==> src/rtl/credit_fifo_pkg.sv <==
package credit_fifo_pkg;

   function automatic bit is_pow2(input int unsigned n);
      return (n != 0) && ((n & (n - 1)) == 0);
   endfunction

   function automatic int unsigned idx_width(input int unsigned n);
      return (n > 1) ? $clog2(n) : 1;
   endfunction

endpackage

==> src/rtl/credit_fifo_ctr.sv <==
module credit_fifo_ctr #(
   parameter int unsigned DEPTH = 4,
   parameter int unsigned CNT_W = $clog2(DEPTH + 1)
) (
   input  logic             clk,
   input  logic             rst_n,
   input  logic             take_req,
   input  logic             take_rd,
   output logic [CNT_W-1:0] level,
   output logic             has_credit,
   output logic             holds_entry
);

   localparam logic [CNT_W-1:0] FULL_POOL = CNT_W'(DEPTH);

   logic [CNT_W-1:0] level_q;
   logic [CNT_W-1:0] level_d;

   always_comb begin
      level_d = level_q;
      unique case ({take_req, take_rd})
         2'b10:   level_d = level_q - 1'b1;
         2'b01:   level_d = level_q + 1'b1;
         default: level_d = level_q;
      endcase
   end

   always_ff @(posedge clk or negedge rst_n) begin
      if (!rst_n) level_q <= FULL_POOL;
      else        level_q <= level_d;
   end

   assign level       = level_q;
   assign has_credit  = (level_q != '0);
   assign holds_entry = (level_q != FULL_POOL);

endmodule

==> src/rtl/credit_fifo_ptr.sv <==
module credit_fifo_ptr #(
   parameter int unsigned DEPTH = 4,
   parameter int unsigned PTR_W = credit_fifo_pkg::idx_width(DEPTH)
) (
   input  logic             clk,
   input  logic             rst_n,
   input  logic             adv,
   output logic [PTR_W-1:0] ptr
);

   localparam logic [PTR_W-1:0] LAST = PTR_W'(DEPTH - 1);

   logic [PTR_W-1:0] ptr_q;

   generate
      if (credit_fifo_pkg::is_pow2(DEPTH)) begin : g_natural_wrap
         always_ff @(posedge clk or negedge rst_n) begin
            if (!rst_n)   ptr_q <= '0;
            else if (adv) ptr_q <= ptr_q + 1'b1;
         end
      end else begin : g_compare_wrap
         always_ff @(posedge clk or negedge rst_n) begin
            if (!rst_n)   ptr_q <= '0;
            else if (adv) ptr_q <= (ptr_q == LAST) ? '0 : ptr_q + 1'b1;
         end
      end
   endgenerate

   assign ptr = ptr_q;

endmodule

==> src/rtl/credit_fifo_mem.sv <==
module credit_fifo_mem #(
   parameter int unsigned DEPTH  = 4,
   parameter int unsigned DATA_W = 8,
   parameter int unsigned PTR_W  = credit_fifo_pkg::idx_width(DEPTH)
) (
   input  logic              clk,
   input  logic              rst_n,
   input  logic              wr_go,
   input  logic [PTR_W-1:0]  wr_at,
   input  logic [DATA_W-1:0] wr_val,
   input  logic              rd_go,
   input  logic [PTR_W-1:0]  rd_at,
   output logic              out_valid,
   output logic [DATA_W-1:0] out_val
);

   logic [DATA_W-1:0] slot [DEPTH];

   always_ff @(posedge clk) begin
      if (wr_go) slot[wr_at] <= wr_val;
   end

   always_ff @(posedge clk or negedge rst_n) begin
      if (!rst_n) begin
         out_valid <= 1'b0;
         out_val   <= '0;
      end else begin
         out_valid <= rd_go;
         if (rd_go) out_val <= slot[rd_at];
      end
   end

endmodule

==> src/rtl/credit_fifo.sv <==
module credit_fifo #(
   parameter int unsigned DEPTH  = 4,
   parameter int unsigned DATA_W = 8,
   localparam int unsigned CNT_W = $clog2(DEPTH + 1),
   localparam int unsigned PTR_W = credit_fifo_pkg::idx_width(DEPTH)
) (
   input  logic              clk,
   input  logic              rst_n,
   input  logic              req_valid,
   input  logic [DATA_W-1:0] req_data,
   output logic              credit_ok,
   output logic [CNT_W-1:0]  credit_level,
   input  logic              rd_en,
   output logic              not_empty,
   output logic              rd_valid,
   output logic [DATA_W-1:0] rd_data
);

   generate
      if (DEPTH < 2) begin : g_bad_depth
         $error("credit_fifo: DEPTH must be at least 2");
      end
      if (DATA_W < 1) begin : g_bad_width
         $error("credit_fifo: DATA_W must be at least 1");
      end
   endgenerate

   logic             take_req;
   logic             take_rd;
   logic [PTR_W-1:0] wr_ptr;
   logic [PTR_W-1:0] rd_ptr;

   assign take_req = req_valid & credit_ok;
   assign take_rd  = rd_en & not_empty;

   credit_fifo_ctr #(.DEPTH(DEPTH), .CNT_W(CNT_W)) u_ctr (
      .clk         (clk),
      .rst_n       (rst_n),
      .take_req    (take_req),
      .take_rd     (take_rd),
      .level       (credit_level),
      .has_credit  (credit_ok),
      .holds_entry (not_empty)
   );

   credit_fifo_ptr #(.DEPTH(DEPTH), .PTR_W(PTR_W)) u_wptr (
      .clk   (clk),
      .rst_n (rst_n),
      .adv   (take_req),
      .ptr   (wr_ptr)
   );

   credit_fifo_ptr #(.DEPTH(DEPTH), .PTR_W(PTR_W)) u_rptr (
      .clk   (clk),
      .rst_n (rst_n),
      .adv   (take_rd),
      .ptr   (rd_ptr)
   );

   credit_fifo_mem #(.DEPTH(DEPTH), .DATA_W(DATA_W), .PTR_W(PTR_W)) u_mem (
      .clk       (clk),
      .rst_n     (rst_n),
      .wr_go     (take_req),
      .wr_at     (wr_ptr),
      .wr_val    (req_data),
      .rd_go     (take_rd),
      .rd_at     (rd_ptr),
      .out_valid (rd_valid),
      .out_val   (rd_data)
   );

endmodule

==> config.mk <==
export PLATFORM = sky130hd
export DESIGN_NAME = credit_fifo
export DESIGN_NICKNAME = d
export VERILOG_FILES = /design/src/rtl/credit_fifo_pkg.sv /design/src/rtl/credit_fifo_ctr.sv /design/src/rtl/credit_fifo_ptr.sv /design/src/rtl/credit_fifo_mem.sv /design/src/rtl/credit_fifo.sv
export SDC_FILE = /design/constraint.sdc
export NUM_CORES = 1
export LEC_CHECK = 0
export ABC_CLOCK_PERIOD_IN_PS = 2580
export BUFFER_PORTS_ARGS = -buffer_cell sky130_fd_sc_hd__buf_2
export CORE_MARGIN = 1
export CORE_UTILIZATION = 33
export DETAILED_ROUTE_END_ITERATION = 12
export REMOVE_ABC_BUFFERS = 1
export SKIP_LAST_GASP = 1
export SLEW_MARGIN = 10
export SYNTH_ARGS = -nofsm -noshare
export SYNTH_HDL_FRONTEND = slang
export SYNTH_SLANG_ARGS = --single-unit
==> constraint.sdc <==
create_clock -name clk -period 2.58 [get_ports clk]
set_input_delay 0.258 -clock clk [delete_from_list [all_inputs] [get_ports clk]]
set_output_delay 0.258 -clock clk [all_outputs]
set_load 0.03 [all_outputs]
==> results.ini <==
[worst_setup_path]
critical_path_class=register to register
startpoint=u_ctr.level[2]$_DFFE_PN1P_
path_max_fanout=10
path_cells=or3b_4, nand2_4, inv_1, ha_1, inv_1, fa_1, mux2_2
slowest_delay_ps=560
worstPathRequired_ps=2760
cp_top_family=adder cells
worstPathArrival_ps=2440
cp-end-kind=register
slowest_stage=dfstp_2
critPathBufInv=2
cpMostUsedCell=inv_1
startpoint_type=register
r2r_start=u_ctr.level[2]$_DFFE_PN1P_
r2r_slack_ps=320

[pwr]
leakage_nw=0.845
p_per_area_nw_per_um2=1170
peakVddDrop_mv=0.368

[route]
drc=0
dr.max_layer_used=met4
wl_met2_um=1710
drtIter0Drc=55
via_count=917
wl_met1_um=1250
ant_nets=0
route.met3.wl_um=91
wl_per_cell_um=15.4
vias_per_cell=4.61
dr.pass1.iters=4
totalWireLength_um=3070

[cells_and_area]
drive_gt1_share_pct=45.7
finish.net_count=144
diodes=0
area_delta_synth_final_pct=15.3
final_cell_mix=edfxtp_1, buf_2, dfrtp_1
layout_commonest_cell=edfxtp_1
fillers=536

[status]
status=finished, final reports clean

[yosys]
synthTopCellsByArea=edfxtp_1, dfrtp_1, mux4_2
synth_top_area_share_pct=50.3
yosys_warnings=0
ys_ff_latch=48
synthDistinctLibCells=20
postSynthAreaPerCell_um2=20.1
ys_seq_area_share_pct=71.4
synth_cells=95
synth_top_cell_by_area=edfxtp_1
syn-cell-area_um2=1910

[die]
core-area_um2=5540
die_x_um=78.1
design.portCount=26
initial_utilization_pct=34.5
die-area_um2=6090
die_h_um=78.1
fp-row-count=27

[timing]
finalSetupViolCount=0
relSlewSlack_pct=59.9
slew_viol_final=0
hold_viol=0
fin_crit_ps=2260
rsz0062_at_grt=false
post-route-period-util_pct=87.7
max_freq_mhz=442
tns_ps=0
worst_pin_slew_ps=602
whs_ps=189
clock_skew_ps=7.60

[global_routing]
grt_overflow=0
grt_pass1_vias=1028
grt_pass1_wl_um=5060
grt_usage_pct=11.3
grt_max_degree=17
antenna_found_initial=0

[clock_network]
root_buffer=clkbuf_8
cts_resized=0
cts_tree=yes
htreeDepth=2
clk_latency_ps=280
clockBufferDepth=2
cts.sinks=48
cts_made_buffers=5
clk_pin_slew_ps=80

[job]
maxCapViolCount=0

[hold_path]
hold_path_class=primary input to register
min_from=req_data[2]

[placement]
place_congestion=0.763
numPortBuffers=25
dpl.hpwl_um=2200

cells in the mapped netlist:
| library cell | instances |
|---|---|
| fa_1 | 1 |
| edfxtp_1 | 32 |
| ha_1 | 5 |
| nand3_1 | 1 |
| mux2_4 | 1 |
| dfrtp_1 | 15 |
| or3_4 | 1 |
| and2_4 | 1 |
| buf_6 | 1 |
| dfstp_2 | 1 |
| nor2_1 | 1 |
| nand2_4 | 1 |
| inv_1 | 5 |
| mux2_2 | 9 |
| and3_2 | 4 |
| buf_1 | 1 |
| or3b_4 | 1 |
| xor2_1 | 2 |
| mux4_2 | 8 |
| xnor2_1 | 4 |
worst reg2reg max path, stage by stage (launching register included):
cell	delay, ps
dfstp_2	560
or3b_4	410
nand2_4	160
inv_1	90
ha_1	210
inv_1	70
fa_1	400
mux2_2	270
flip-flops by register name, summed over array words and instances (netlist names):
| name | flops |
|---|---|
| u_mem.out_val | 8 |
| u_ctr.level | 3 |
| u_mem.slot | 32 |
| u_mem.out_valid | 1 |
| u_wptr.ptr | 2 |
| u_rptr.ptr | 2 |
cell families (layout without fill, tap and decap cells):
family / count (synthesis) / after routing / share of synthesized area [%]
fa+ha+maj: 6 / 6 / 4.33
mux: 18 / 18 / 15.5
xor+xnor: 6 / 6 / 2.75
simple gates: 10 / 10 / 4.26
buf+inv: 7 / 39 / 1.77
flops: 48 / 48 / 71.4
cell type report:
cell class	count	area (µm²)	share of cell area, %
flip-flops and latches	48	1360	61.9
multi-input cells	40	513	23.3
repair buffers	26	135	6.14
well taps	72	90.1	4.09
clock buffers	7	76.3	3.47
inverters	5	18.8	0.853
clock inverters	1	5.00	0.227
worst paths after layout:
path                                                 to  cells past startpoint
setup / recovery             u_ctr.level[1]$_DFFE_PN0P_                      7
max in group asynchronous    u_ctr.level[2]$_DFFE_PN1P_                      2
setup reg to reg             u_ctr.level[1]$_DFFE_PN0P_                      7
min in group asynchronous    u_ctr.level[1]$_DFFE_PN0P_                      2
hold / removal               u_mem.slot[3][2]$_DFFE_PP_                      1
hold reg to reg            u_mem.out_val[7]$_DFFE_PN0P_                      1
per-layer routing:
layer	GRT usage (%)	vias up
met1	12.3	482
met3	3.72	2
met4	2.96	0
met5	0	-
li1	-	418
met2	21.0	15
repair_timing:
| item | in CTS | in global routing |
|---|---|---|
| hold buffers | 1 | 0 |
| hold endpoints to repair | 15 | 0 |
| buffers inserted | 0 | 0 |
report_power, final:
| part | switching [mW] | leakage [nW] | internal, mW | total [mW] |
|---|---|---|---|---|
| Clock | 0.224 | 0.0422 | 0.190 | 0.414 |
| Combinational | 0.488 | 0.324 | 0.428 | 0.916 |
| Sequential | 0.184 | 0.479 | 1.07 | 1.25 |
metrics by stage:
step	cell area, µm²	util [%]	std cells	total power, mW	setup slack [ps]
floorplan	1890	-	93	1.93	229
global placement	2110	38.1	190	2.18	372
detailed placement	2110	38.1	190	2.21	318
CTS	2200	39.7	199	2.63	302
global route	2200	39.7	199	2.76	154
finish	2200	39.7	199	2.59	317
No activity file was read; power rests on OpenSTA's default activity.
